$ cat config.mk
export PLATFORM = sky130hd
export DESIGN_NAME = bmu_core
export DESIGN_NICKNAME = d
export VERILOG_FILES = /design/src/rtl/bmu_pkg.sv /design/src/rtl/bmu_basic_unit.sv /design/src/rtl/bmu_fast_unit.sv /design/src/rtl/bmu_serial_engine.sv /design/src/rtl/bmu_core.sv
export SDC_FILE = /design/constraint.sdc
export NUM_CORES = 1
export LEC_CHECK = 0
export ABC_AREA = 1
export BUFFER_PORTS_ARGS = -buffer_cell sky130_fd_sc_hd__buf_2
export CAP_MARGIN = 20
export CORE_ASPECT_RATIO = 2
export CORE_MARGIN = 2
export CORE_UTILIZATION = 25
export DETAILED_ROUTE_END_ITERATION = 12
export SYNTH_ARGS = -nofsm -noshare
export SYNTH_HDL_FRONTEND = slang
export SYNTH_SLANG_ARGS = --single-unit
$ cat constraint.sdc
create_clock -name clk -period 2.9 [get_ports clk]
set_clock_uncertainty 0.2 [all_clocks]
set_input_delay 0.29 -clock clk [delete_from_list [all_inputs] [get_ports clk]]
set_output_delay 0.29 -clock clk [all_outputs]
set_load 0.01 [all_outputs]
$ cat src/rtl/bmu_pkg.sv
package bmu_pkg;
  localparam int XLEN = 32;
  localparam int CNTW = $clog2(XLEN) + 1;

  typedef enum logic [4:0] {
    OP_ANDN = 5'd0,  OP_ORN  = 5'd1,  OP_XNOR = 5'd2,
    OP_MAX  = 5'd3,  OP_MAXU = 5'd4,  OP_MIN  = 5'd5,  OP_MINU = 5'd6,
    OP_SEXB = 5'd7,  OP_SEXH = 5'd8,  OP_ZEXH = 5'd9,
    OP_ORCB = 5'd10, OP_REV8 = 5'd11,
    OP_CLZ  = 5'd12, OP_CTZ  = 5'd13, OP_CPOP = 5'd14,
    OP_ROL  = 5'd15, OP_ROR  = 5'd16, OP_RORI = 5'd17
  } bmu_op_e;

  typedef enum logic [2:0] {
    K_ROL, K_ROR, K_CLZ, K_CTZ, K_CPOP
  } shf_kind_e;

  function automatic logic is_shift_op(input logic [4:0] op);
    return (op >= OP_CLZ) && (op <= OP_RORI);
  endfunction

  function automatic shf_kind_e kind_of(input logic [4:0] op);
    case (op)
      OP_CLZ:  return K_CLZ;
      OP_CTZ:  return K_CTZ;
      OP_CPOP: return K_CPOP;
      OP_ROL:  return K_ROL;
      default: return K_ROR;
    endcase
  endfunction

  function automatic logic [XLEN-1:0] f_basic(input logic [4:0] op,
                                              input logic [XLEN-1:0] a,
                                              input logic [XLEN-1:0] b);
    logic [XLEN-1:0] r;
    r = '0;
    case (op)
      OP_ANDN: r = a & ~b;
      OP_ORN:  r = a | ~b;
      OP_XNOR: r = ~(a ^ b);
      OP_MAX:  r = ($signed(a) > $signed(b)) ? a : b;
      OP_MAXU: r = (a > b) ? a : b;
      OP_MIN:  r = ($signed(a) < $signed(b)) ? a : b;
      OP_MINU: r = (a < b) ? a : b;
      OP_SEXB: r = {{(XLEN-8){a[7]}}, a[7:0]};
      OP_SEXH: r = {{(XLEN-16){a[15]}}, a[15:0]};
      OP_ZEXH: r = {{(XLEN-16){1'b0}}, a[15:0]};
      OP_ORCB: for (int k = 0; k < XLEN/8; k++) r[8*k +: 8] = {8{|a[8*k +: 8]}};
      OP_REV8: for (int k = 0; k < XLEN/8; k++) r[8*k +: 8] = a[8*(XLEN/8-1-k) +: 8];
      default: r = '0;
    endcase
    return r;
  endfunction

  function automatic logic [CNTW-1:0] f_lead0(input logic [XLEN-1:0] a);
    logic [CNTW-1:0] n;
    logic hit;
    n = '0; hit = 1'b0;
    for (int k = XLEN-1; k >= 0; k--) begin
      hit = hit | a[k];
      if (!hit) n = n + CNTW'(1);
    end
    return n;
  endfunction

  function automatic logic [CNTW-1:0] f_trail0(input logic [XLEN-1:0] a);
    logic [CNTW-1:0] n;
    logic hit;
    n = '0; hit = 1'b0;
    for (int k = 0; k < XLEN; k++) begin
      hit = hit | a[k];
      if (!hit) n = n + CNTW'(1);
    end
    return n;
  endfunction

  function automatic logic [CNTW-1:0] f_ones(input logic [XLEN-1:0] a);
    logic [CNTW-1:0] n;
    n = '0;
    for (int k = 0; k < XLEN; k++) n = n + CNTW'(a[k]);
    return n;
  endfunction

  function automatic logic [XLEN-1:0] f_rotl(input logic [XLEN-1:0] a,
                                             input logic [CNTW-1:0] s);
    return (a << s) | (a >> (CNTW'(XLEN) - s));
  endfunction

  function automatic logic [XLEN-1:0] f_rotr(input logic [XLEN-1:0] a,
                                             input logic [CNTW-1:0] s);
    return (a >> s) | (a << (CNTW'(XLEN) - s));
  endfunction
endpackage

$ cat src/rtl/bmu_basic_unit.sv
module bmu_basic_unit
  import bmu_pkg::*;
(
  input  logic [4:0]      op_i,
  input  logic [XLEN-1:0] a_i,
  input  logic [XLEN-1:0] b_i,
  output logic [XLEN-1:0] value_o
);
  always_comb value_o = f_basic(op_i, a_i, b_i);
endmodule

$ cat src/rtl/bmu_fast_unit.sv
module bmu_fast_unit
  import bmu_pkg::*;
(
  input  shf_kind_e       kind_i,
  input  logic [XLEN-1:0] a_i,
  input  logic [CNTW-1:0] amount_i,
  output logic [XLEN-1:0] value_o
);
  always_comb begin
    case (kind_i)
      K_ROL:   value_o = f_rotl(a_i, amount_i);
      K_ROR:   value_o = f_rotr(a_i, amount_i);
      K_CLZ:   value_o = XLEN'(f_lead0(a_i));
      K_CTZ:   value_o = XLEN'(f_trail0(a_i));
      default: value_o = XLEN'(f_ones(a_i));
    endcase
  end
endmodule

$ cat src/rtl/bmu_serial_engine.sv
module bmu_serial_engine
  import bmu_pkg::*;
(
  input  logic            clk,
  input  logic            rst_n,
  input  logic            load_i,
  input  shf_kind_e       kind_i,
  input  logic [XLEN-1:0] a_i,
  input  logic [CNTW-1:0] amount_i,
  output logic            last_o,
  output logic [XLEN-1:0] value_o
);
  logic [XLEN-1:0] acc;
  logic [CNTW-1:0] steps_left;
  logic [CNTW-1:0] tally;
  logic            seen;
  logic            running;
  shf_kind_e       kind_q;

  assign last_o = running && (steps_left == '0);
  assign value_o = (kind_q == K_ROL || kind_q == K_ROR) ? acc : XLEN'(tally);

  always_ff @(posedge clk or negedge rst_n) begin
    if (!rst_n) begin
      acc <= '0; steps_left <= '0; tally <= '0; seen <= 1'b0;
      running <= 1'b0; kind_q <= K_ROL;
    end else if (load_i) begin
      acc <= a_i; steps_left <= amount_i; tally <= '0; seen <= 1'b0;
      running <= 1'b1; kind_q <= kind_i;
    end else if (running) begin
      if (steps_left == '0) begin
        running <= 1'b0;
      end else begin
        steps_left <= steps_left - CNTW'(1);
        case (kind_q)
          K_ROL: acc <= {acc[XLEN-2:0], acc[XLEN-1]};
          K_ROR: acc <= {acc[0], acc[XLEN-1:1]};
          K_CLZ: begin
            acc <= acc << 1;
            if (acc[XLEN-1]) seen <= 1'b1;
            else if (!seen) tally <= tally + CNTW'(1);
          end
          K_CTZ: begin
            acc <= acc >> 1;
            if (acc[0]) seen <= 1'b1;
            else if (!seen) tally <= tally + CNTW'(1);
          end
          default: begin
            acc <= acc >> 1;
            tally <= tally + CNTW'(acc[0]);
          end
        endcase
      end
    end
  end


  step_count_chk: assert property (@(posedge clk) disable iff (!rst_n)
    (running && steps_left != '0 && !load_i) |=> (steps_left == $past(steps_left) - CNTW'(1)));


  tally_range_chk: assert property (@(posedge clk) disable iff (!rst_n)
    tally <= CNTW'(XLEN));
endmodule

$ cat src/rtl/bmu_core.sv
module bmu_core
  import bmu_pkg::*;
#(
  parameter bit FAST_SHIFT = 1'b0
) (
  input  logic        clk,
  input  logic        rst_n,
  input  logic        start,
  input  logic [4:0]  op,
  input  logic [31:0] rs1,
  input  logic [31:0] rs2,
  input  logic [4:0]  imm_shamt,
  output logic        done,
  output logic [31:0] result
);
  typedef enum logic [1:0] {ST_IDLE, ST_BASIC, ST_SHIFT, ST_ITER} st_e;

  st_e             state;
  logic [4:0]      op_q;
  logic [XLEN-1:0] a_q, b_q;
  logic [CNTW-1:0] amt_q;
  shf_kind_e       kind_q;
  logic [XLEN-1:0] basic_val;
  logic [XLEN-1:0] sh_val;
  logic            sh_last;
  logic            accept;

  assign accept = start && (state == ST_IDLE);

  function automatic logic [CNTW-1:0] amount_of(input logic [4:0] o,
                                                input logic [XLEN-1:0] b,
                                                input logic [4:0] imm);
    case (o)
      OP_ROL, OP_ROR: return CNTW'(b[4:0]);
      OP_RORI:        return CNTW'(imm);
      default:        return CNTW'(XLEN);
    endcase
  endfunction

  bmu_basic_unit u_basic (.op_i(op_q), .a_i(a_q), .b_i(b_q), .value_o(basic_val));

  generate
    if (FAST_SHIFT) begin : g_fast
      logic [XLEN-1:0] fast_val, stage;
      bmu_fast_unit u_fast (.kind_i(kind_q), .a_i(a_q), .amount_i(amt_q), .value_o(fast_val));
      always_ff @(posedge clk or negedge rst_n) begin
        if (!rst_n) stage <= '0;
        else if (state == ST_SHIFT) stage <= fast_val;
      end
      assign sh_val  = stage;
      assign sh_last = (state == ST_ITER);


      fast_latency_chk: assert property (@(posedge clk) disable iff (!rst_n)
        (state == ST_SHIFT) |=> ##1 done);
    end else begin : g_serial
      bmu_serial_engine u_eng (
        .clk(clk), .rst_n(rst_n), .load_i(state == ST_SHIFT),
        .kind_i(kind_q), .a_i(a_q), .amount_i(amt_q),
        .last_o(sh_last), .value_o(sh_val)
      );
    end
  endgenerate

  always_ff @(posedge clk or negedge rst_n) begin
    if (!rst_n) begin
      state <= ST_IDLE; op_q <= '0; a_q <= '0; b_q <= '0;
      amt_q <= '0; kind_q <= K_ROL; done <= 1'b0; result <= '0;
    end else begin
      done <= 1'b0;
      case (state)
        ST_IDLE: if (accept) begin
          op_q   <= op;
          a_q    <= rs1;
          b_q    <= rs2;
          amt_q  <= amount_of(op, rs2, imm_shamt);
          kind_q <= kind_of(op);
          state  <= is_shift_op(op) ? ST_SHIFT : ST_BASIC;
        end
        ST_BASIC: begin
          result <= basic_val;
          done   <= 1'b1;
          state  <= ST_IDLE;
        end
        ST_SHIFT: state <= ST_ITER;
        default: if (sh_last) begin
          result <= sh_val;
          done   <= 1'b1;
          state  <= ST_IDLE;
        end
      endcase
    end
  end


  basic_latency_chk: assert property (@(posedge clk) disable iff (!rst_n)
    (state == ST_BASIC) |=> done);


  done_pulse_chk: assert property (@(posedge clk) disable iff (!rst_n)
    done |=> !done);


  result_hold_chk: assert property (@(posedge clk) disable iff (!rst_n)
    !$stable(result) |-> done);


  busy_ignore_chk: assert property (@(posedge clk) disable iff (!rst_n)
    (start && state != ST_IDLE) |=> (state != ST_BASIC && state != ST_SHIFT) || $stable(a_q));
endmodule

; ---- After elaboration in Yosys (flattened, before gate mapping)
; Cells that the tools add are included.
[op_classes]
bitwise_logic = 6
n_eq_ne = 29
reduce_logical = 25
add_sub_neg = 3
magnitude_cmp = 6
mux = 39
[op_table]
columns = operator, n
row1 = $pmux 32 s12, 1
row2 = $mux 32, 9
row3 = $pmux 32 s3, 1
row4 = $gt 32x32->1, 2
row5 = $lt 32x32->1, 2
row6 = $not 32->32, 2
row7 = $pmux 32 s2, 1
row8 = $mux 6, 9
row9 = $eq 5x4->1 const B, 8
row10 = $and 32x32->32, 1
row11 = $or 32x32->32, 1
row12 = $reduce_or 8->1, 4
row13 = $xor 32x32->32, 1
row14 = $eq 5x3->1 const B, 4
row15 = $pmux 6 s3, 1
row16 = $pmux 3 s4, 1
row17 = $pmux 6 s2, 1
row18 = $eq 5x2->1 const B, 2
row19 = $eq 5x5->1 const B, 2
row20 = $reduce_and 5->1, 2
row21 = $mux 1, 9
row22 = $reduce_and 2->1, 4
row23 = $add 6x1->6, 1
row24 = $add 6x1->6 const B, 1
row25 = 26 further kinds, 38
[totals]
out_inout_bits = 33
register_bits = 162
input_bits = 77
word_cells = 122

; ---- Longest topological paths before layout
; Gate-level depths: netlist of the first run.
[depth]
depth_word = 7
mapped_depth = 22
mapped_depth_nobuf = 21

; ---- Modules after synthesis
; From an unflattened synthesis of the first run, not the netlist that was laid out.
[hier_totals]
cells_unflattened = 1891
area_unflattened_um2 = 12936.2
[modules_own_cells]
columns = mod, instances, seq_area_each_um2, cells_each, area_each_um2
row1 = bmu_basic_unit, 1, 0.0, 982, 5073.6
row2 = bmu_core, 1, 2827.7, 522, 4862.2
row3 = bmu_serial_engine, 1, 1226.2, 387, 3000.4

; ---- Least setup slack after synthesis of the first run
; Ideal clock, no wire load.
[synth_path]
path_type = reg-to-reg
from = reg a_q[21]
to = reg result[23]
setup_time_ns = 0.122
path_stages_with_launch = 18
setup_slack_ns = 0.196
t_arrival_ns = 2.381
path_buffers = 2
period_less_slack_ns = 2.704
required_time_ns = 2.578
cell_sequence = dfrtp_1 clkinv_1 ha_1 inv_1 nor3_1 inv_1 nor3_2 nand2_2 nand2_2 nand2_1 nand2_1 buf_4 buf_4 nand3_1 nand3_1 nand3_1 nand2_1 a21oi_1
[synth_between]
elab_chain_cells = 4
word_cells_on_any_way = 11
classes_between = order compare (4) / mux (6) / reduce/logical (1)
[synth_lines]
columns = item, line
row1 = start: declaration, bmu_core.sv:20  ; logic [XLEN-1:0] a_q, b_q;
row2 = start signal: assignment, bmu_core.sv:74  ; a_q <= rs1;
row3 = $lt 32x32->1 (tied with other cells), bmu_pkg.sv:44  ; OP_MINU: r = (a < b) ? a : b;
row4 = "$mux 32, on equally long branches", n/a
row5 = $pmux 32 s12 *, bmu_pkg.sv:37  ; case (op)
row6 = $pmux 32 s2 *, bmu_core.sv:71  ; case (state)
row7 = end signal: assignment, bmu_core.sv:81  ; result <= basic_val;
row8 = end signal: assignment, bmu_core.sv:87  ; result <= sh_val;
row9 = end: declaration, bmu_core.sv:14  ; output logic [31:0] result
; Every way passes the cells marked *; elsewhere a longest branch is shown, timed or not.
; A chain may end at the register's enable or synchronous reset.

; ---- Final worst setup path of the first run
[layout_path]
from = reg b_q[29]
to = reg result[12]
[layout_between]
elab_chain_cells = 4
word_cells_on_any_way = 10
classes_between = order compare (4) / mux (6)
[layout_lines]
columns = item, line
row1 = start: declaration, bmu_core.sv:20
row2 = start signal: assignment, bmu_core.sv:75  ; b_q <= rs2;
row3 = $lt 32x32->1 (tied with other cells), bmu_pkg.sv:44
row4 = "$mux 32, on equally long branches", n/a
row5 = $pmux 32 s12 *, bmu_pkg.sv:37
row6 = $pmux 32 s2 *, bmu_core.sv:71
; Marks and branches as above.

==> metrics.csv, run 1 <==
stage;metric;value;unit
clock_tree;htree_levels;4;
yosys;synth.most_common_cell;nand2_1;
place;pre_cts_ws;-0.125;ns
sta;fmax;0.350;GHz
yosys;synth_top_family_by_area;simple AND/OR/NAND/NOR gates;
yosys;synth_compound_area_frac;0.166;
yosys;synth-main-ff-cell;dfrtp_1;
floorplan;start_util;0.252;
yosys;synth_common_cells;nand2_1, nand3_1, nor2_1;
drt;ant_nets;0;
min_path;hold_path_class;in -> async;
run;drv_cap;0;
yosys;synth_xor_area_frac;0.00293;
sta;maxSlewViolCount;0;
clock_tree;clockRootBuffer;clkbuf_16;
drt;drt-initial-drc-count;1132;
sta;layout_worst_path_cycle_share;0.986;
global_routing;gr-max-usage-layer;met2;
place;dp_hpwl;39.7;mm
yosys;synthAdderAreaFrac;0.0713;
floorplan;io_pins;110;
layout;antenna_cells;0;
yosys;async_flop_share;1.00;
layout;finish.utilization;0.355;
critical_path;path_class;reg -> reg;
global_routing;antenna_found_initial;0;
place;gp_congestion;0.998;
yosys;yosys.area.top_type;dfrtp_1;
global_routing;use_met2;0.379;
yosys;syn_area;11900;um2
layout;area_growth_syn_to_layout;40.8;%
run_status;status;finished, final reports clean;
yosys;synthTopCellsByArea;dfrtp_1, nand2_1, nand3_1;
place;portBuffers;109;
global_routing;grt_first_pass_wirelength;81.0;mm
yosys;synthMuxAreaShare;0.00168;
yosys;synth_cells;1767;
critical_path;endpoint_kind;register;
yosys;yosysSeqAreaShare;0.340;
yosys;synth_cell_type_count;46;
floorplan;core;47400;um2
floorplan;rows;113;
critical_path;critPathMaxFanout;22;
floorplan;die-area;49600;um2
pwr;leakagePower;7.75;nW
sta;hold_violations;0;
yosys;synth_fp_nets;1912;
critical_path;worstSetupStartpointType;register;
drt;drt_pass1_iterations;8;
sta;max_slew_margin;0.370;
clock_tree;clock-sinks;162;
global_routing;grt-ovfl-total;0;
drt;drc;0;
clock_tree;clkSlewWorstSetupHoldPaths;0.07;ns
global_routing;grt_start_max_net_pins;113;
yosys;synth_edf_count;0;
sta;fin_ws;0.0420;ns
critical_path;arrival;3.05;ns
clock_tree;insertion_delay;0.52;ns
drt;via_per_inst;5.22;
clock_tree;cts_buffers;25;
drt;wl_per_cell;20.0;um
yosys;yosys.area_share.simple;0.337;
global_routing;met1_usage;0.237;
floorplan;die_h;313;um
sta;whs;0.166;ns
floorplan;die_x;159;um
layout;nNetsFinal;2224;
yosys;ys_ff_latch;162;
yosys;yosys_warnings;0;
layout;drive_gt1_frac;0.219;
yosys;synth_top_area_frac;0.340;
clock_tree;cts_tree;done;
yosys;synth_area_per_cell;6.76;um2
pwr;vdd_drop_max;0.731;mV
sta;period_needed;2.86;ns
critical_path;cp.required;3.10;ns
sta;worstMarginPinSlew;0.944;ns
global_routing;met3_usage;0.0292;
drt;routed_wl;54.5;mm
pwr;p_per_area;1530;nW/um2
sta;setup_viol_count_final;0;
sta;rsz0062_at_grt;yes;
global_routing;grt_util_all_layers;0.214;
drt;vias;14192;
clock_tree;clock_path_buffers;3;
global_routing;grt_pass1_vias;14007;
## layout make-up
cell class	instances	area (um2)
tap	632	791
timing repair buffer	391	3300
clock buffer	28	647
clock inverter	5	50.0
inverter	140	526
sequential	162	4060
multi-input combinational	1359	7440
fill	4973	30600
## per-layer routing
metal | part of all wire | up-vias
met5 | 0 | -
met4 | 0.080 | 0
met3 | 0.058 | 230
met2 | 0.50 | 668
met1 | 0.36 | 6720
li1 | - | 6574
## layout by cell type, fill, tap and decap left out, types with 40 or more instances in the layout
master	n
a21oi_1	99
buf_2	108
buf_4	164
dfrtp_1	161
dlygate4sd3_1	79
ha_1	52
inv_1	107
nand2_1	469
nand3_1	218
nor2_1	158
o21ai_0	114
o221ai_1	40
## critical path, stage by stage (launching register included)
cell and delay (ns):
dfrtp_1 0.41, ha_4 0.30, nand2_4 0.05, nor2_4 0.16
nand4_4 0.16, buf_6 0.16, nor3_4 0.20, nand4_4 0.17
buf_12 0.19, buf_12 0.15, a21oi_2 0.14, nor2_1 0.05
nor2_1 0.14, nand3_2 0.09, nand2_1 0.07, a21oi_2 0.06
## kinds of logic after synthesis
| logic type | count (synthesis) |
|---|---|
| simple gates | 948 |
| compound gates | 337 |
| buf+inv | 246 |
| flops | 162 |
| fa+ha+maj | 68 |
| xor+xnor | 4 |
| mux | 2 |
## through the flow
stage               area, um2  total power [mW]  instances  setup TNS [ns]
floorplan               11900              13.5       1767               0
detailed placement      14400              20.1       2583           -1.22
global route            16800              27.4       2717           -2.01
global placement        14400              19.9       2583          -0.469
CTS                     16000              23.1       2695               0
finish                  16800              25.7       2717               0
## what timing repair did
action	4_1_cts	5_1_grt
cloned	0	9
endpoints found under the setup margin	23	32
pin swaps	0	18
hold buffers	79	0
resized for setup	15	105
buffers inserted	0	13
endpoints found under the hold margin	135	0
## power breakdown
| group | leakage (nW) | internal, mW | total, mW | switching [mW] |
|---|---|---|---|---|
| Clock | 0.347 | 1.65 | 2.69 | 1.04 |
| Sequential | 1.98 | 3.37 | 4.34 | 0.967 |
| Combinational | 5.42 | 7.42 | 18.6 | 11.2 |
## final timing paths
kind,start,end,slack (ns),cells after the start
setup / recovery,b_q[29]$_DFFE_PN0P_,result[12]$_DFFE_PN0P_,0.04,15
hold / removal,rst_n,a_q[11]$_DFFE_PN0P_,0.17,2
setup reg to reg,b_q[29]$_DFFE_PN0P_,result[12]$_DFFE_PN0P_,0.04,15
hold reg to reg,amt_q[5]$_DFFE_PN0P_,amt_q[5]$_DFFE_PN0P_,0.29,2
max in group asynchronous,rst_n,g_serial.u_eng.tally[2]$_DFFE_PN0P_,1.63,3
min in group clk,amt_q[5]$_DFFE_PN0P_,amt_q[5]$_DFFE_PN0P_,0.29,2
## sequential cells by signal, indices dropped and copies added (netlist names)
register / cells
g_serial.u_eng.steps_left: 6
amt_q: 6
g_serial.u_eng.acc: 32
a_q: 32
kind_q: 3
done: 1
g_serial.u_eng.seen: 1
g_serial.u_eng.running: 1
g_serial.u_eng.tally: 6
g_serial.u_eng.kind_q: 3
result: 32
op_q: 5
b_q: 32
state: 2
Power figures use the tool's default switching activity.
==> inputs of run 2 (changes only) <==
--- a/config.mk
+++ b/config.mk
@@ -14,4 +14,5 @@
 export DETAILED_ROUTE_END_ITERATION = 12
 export SYNTH_ARGS = -nofsm -noshare
 export SYNTH_HDL_FRONTEND = slang
+export SYNTH_HIERARCHICAL = 1
 export SYNTH_SLANG_ARGS = --single-unit
==> run 2 against run 1 <==
The flow now finishes with violations (negative setup slack). Hold slack got worse by 0.12 ns. Combinational power increased by 22%. Utilization increased by 0.95 points. Critical endpoint is now result[28]$_DFFE_PN0P_. Synthesized area increased by 8.3%. Routed wire length increased by 31%. Die area increased by 8.2%. First-iteration DRC count decreased by 7.7%.
==> metrics.csv, run 2 <==
stage;metric;value;unit;change
run_status;status;complete, but fails checks;;
run_status;violations;negative setup slack;;
critical_path;crit_slowest_cell;dfrtp_2;;
yosys;synth_area_per_cell;6.84;um2;+1.2%
drt;routed_wl;71.1;mm;+31%
floorplan;die-area;53700;um2;+8.2%
pwr;p_per_area;1570;nW/um2;+2.7%
place;gp_congestion;1.06;;+6.6%
yosys;synth-main-ff-cell;dfrtp_1;;
sta;fmax;0.310;GHz;-11%
yosys;yosys_warnings;6;;+6
floorplan;rows;118;;+4.4%
place;portBuffers;109;;unchanged
global_routing;antenna_found_initial;3;;+3
critical_path;cpPeakStageDelay;0.47;ns;+0.06 ns
yosys;synth.most_common_cell;nand2_1;;
critical_path;path_class;reg -> reg;;
sta;fin_tns_setup;-5.96;ns;-5.96 ns
critical_path;crit_path_end;result[28]$_DFFE_PN0P_;;
layout;area_growth_syn_to_layout;45.2;%;
sta;max_slew_margin;0.509;;+0.139
layout;num-fill-cells;5386;;+8.3%
floorplan;start_util;0.251;;-0.00104
sta;worstMarginPinSlew;0.737;ns;-0.207 ns
critical_path;cp.required;3.05;ns;-0.05 ns
drt;drt-initial-drc-count;1045;;-7.7%
sta;whs;0.0425;ns;-0.124 ns
yosys;synth_edf_count;0;;unchanged
drt;ant_nets;0;;unchanged
clock_tree;htree_levels;4;;unchanged
place;dpl-instance-area;15900;um2;+10%
run;drv_cap;0;;unchanged
yosys;synthTopCellsByArea;dfrtp_1, nand2_1, nand3_1;;
sta;maxSlewViolCount;0;;unchanged
critical_path;critPathMaxFanout;3;;-86%
yosys;synth_cells;1891;;+7.0%
critical_path;crit_cells;15;;unchanged
pwr;vdd_drop_max;0.636;mV;-13%
floorplan;io_pins;110;;unchanged
layout;final_common_cell;nand2_1;;
drt;drc;0;;unchanged
layout;finish.utilization;0.364;;+0.00947
critical_path;cp_cell_sequence;ha_4, inv_4, nor3_4, nand4_1, nor2_4, buf_6, nand3_4, buf_12, buf_16, a21oi_4, nor2_1, nor2_1, nand3_1, mux2i_1, a21oi_1;;
critical_path;path_common_cell;nor2_1;;
global_routing;grt-ovfl-total;0;;unchanged
critical_path;r2r.worst_path.cells;15;;unchanged
clock_tree;clockRootBuffer;clkbuf_16;;
critical_path;arrival;3.38;ns;+0.33 ns
yosys;synth_top_area_frac;0.313;;-0.0261
sta;layout_worst_path_cycle_share;1.11;;+0.125
critical_path;reg2reg_slack;-0.32;ns;-0.36 ns
sta;rsz0062_at_grt;yes;;
yosys;syn_area;12900;um2;+8.3%
critical_path;cp-startpoint;b_q[20]$_DFFE_PN0P_;;
layout;nNetsFinal;2422;;+8.9%
floorplan;die_x;165;um;+4.0%
global_routing;grt_pass1_vias;15240;;+8.8%
critical_path;path_buf_inv;4;;+1
clock_tree;insertion_delay;0.48;ns;-0.04 ns
floorplan;core;51500;um2;+8.8%
drt;vias;15232;;+7.3%
min_path;hold_path_class;in -> reg;;
yosys;synth_fp_nets;2041;;+6.7%
critical_path;endpoint_kind;register;;
yosys;synth_cell_type_count;43;;-6.5%
yosys;yosysSeqAreaShare;0.313;;-0.0261
clock_tree;clkSlewWorstSetupHoldPaths;0.09;ns;+0.02 ns
clock_tree;cts_tree;done;;
drt;wl_per_cell;24.2;um;+21%
critical_path;worstSetupStartpointType;register;;
clock_tree;clock_path_buffers;2;;-1
sta;fin_ws;-0.322;ns;-0.364 ns
sta;period_needed;3.22;ns;+0.364 ns
global_routing;grt_start_max_net_pins;98;;-13%
yosys;yosys.area.top_type;dfrtp_1;;
layout;layout_common_cells;nand2_1, buf_4, nand3_1;;
layout;seqCellArea;4060;um2;+0.19%
global_routing;grt_first_pass_wirelength;100;mm;+24%
sta;hold_violations;0;;unchanged
clock_tree;clock-sinks;162;;unchanged
clock_tree;cts_buffers;17;;-32%
yosys;synth_common_cells;nand2_1, nand3_1, nor2_1;;
yosys;async_flop_share;1.00;;unchanged
pwr;leakagePower;8.98;nW;+16%
drt;via_per_inst;5.17;;-0.98%
drt;drt_pass1_iterations;8;;unchanged
place;dp_hpwl;52.3;mm;+32%
critical_path;reg2reg_from;b_q[20]$_DFFE_PN0P_;;
sta;setup_viol_count_final;32;;+32
critical_path;crit_family;simple AND/OR/NAND/NOR gates;;
layout;antenna_cells;0;;unchanged
yosys;ys_ff_latch;162;;unchanged
layout;multi_input_area;8510;um2;+14%
layout;fin_area;18800;um2;+12%
critical_path;r2r-end;result[28]$_DFFE_PN0P_;;
global_routing;grt_util_all_layers;0.264;;+0.0493
layout;drive_gt1_frac;0.285;;+0.0666
floorplan;die_h;326;um;+4.0%
run 2: layout make-up:
type / count / share of cell area
Multi-Input combinational cell: 1463 / 0.453
Timing Repair Buffer: 479 / 0.224
Sequential cell: 162 / 0.216
Tap cell: 660 / 0.0440
Inverter: 149 / 0.0302
Clock buffer: 20 / 0.0249
Clock inverter: 12 / 0.00720
run 2: worst min-delay path by stage:
stage / from / endpoint / slack [ns] / depth (start not counted)
after floorplan: rst_n / a_q[0]$_DFFE_PN0P_ / -0.21 / 0
after global routing: op[1] / kind_q[2]$_DFFE_PN0P_ / 0.05 / 5
after detailed placement: rst_n / b_q[12]$_DFFE_PN0P_ / 0.12 / 2
after CTS: op[1] / kind_q[2]$_DFFE_PN0P_ / 0.01 / 5
after global placement: rst_n / b_q[12]$_DFFE_PN0P_ / 0.11 / 2
final: op[1] / kind_q[2]$_DFFE_PN0P_ / 0.04 / 5
run 2: repair_timing:
| action | 4_1_cts | 5_1_grt |
|---|---|---|
| pin swaps | 49 | 60 |
| hold buffers | 73 | 0 |
| gates resized for setup | 124 | 102 |
| endpoints found under the setup margin | 32 | 32 |
| buffers inserted | 10 | 13 |
| cloned | 5 | 8 |
| endpoints found under the hold margin | 235 | 0 |
run 2: kinds of logic (layout without fill, tap and decap cells):
logic type	after synthesis	count (layout)	share of synthesized area
flip-flops	162	162	0.313
XOR/XNOR	5	5	0.00339
multiplexers	32	32	0.0248
adder cells (fa/ha/maj)	73	73	0.0706
AO/OA/AOI/OAI	258	258	0.133
buffers and inverters	266	660	0.0943
AND/OR/NAND/NOR	1095	1095	0.360
run 2: through the flow:
stage / instances / setup slack [ns] / power, mW
detailed placement: 2807 / -0.562 / 23.0
global route: 2945 / -0.374 / 31.1
floorplan: 1891 / 0.282 / 14.6
CTS: 2924 / -0.189 / 27.0
global placement: 2807 / -0.565 / 22.9
finish: 2945 / -0.322 / 29.4
run 2: routing by layer:
| layer | vias to the layer above | global-route usage | share of wire | wire length [um] |
|---|---|---|---|---|
| li1 | 7055 | - | - | - |
| met1 | 7193 | 0.227 | 0.30 | 21200 |
| met2 | 675 | 0.461 | 0.50 | 35800 |
| met3 | 307 | 0.0586 | 0.057 | 4060 |
| met4 | 2 | 0.298 | 0.14 | 10100 |
| met5 | - | 0 | 0.00013 | 9 |
run 2: power by group:
part / internal (mW) / leakage (nW) / switching, mW
sequential: 3.39 / 1.97 / 1.02
clock: 1.28 / 0.294 / 1.16
combinational: 9.22 / 6.72 / 13.4
total: 13.9 / 8.98 / 15.5
run 2: tightest hold or removal path, delay by kind of cell:
kind | cells | cell delay [ns]
buffers and inverters | 3 | 0.28
and+or+nand+nor | 1 | 0.04
AOI/OAI and AO/OA | 1 | 0.07
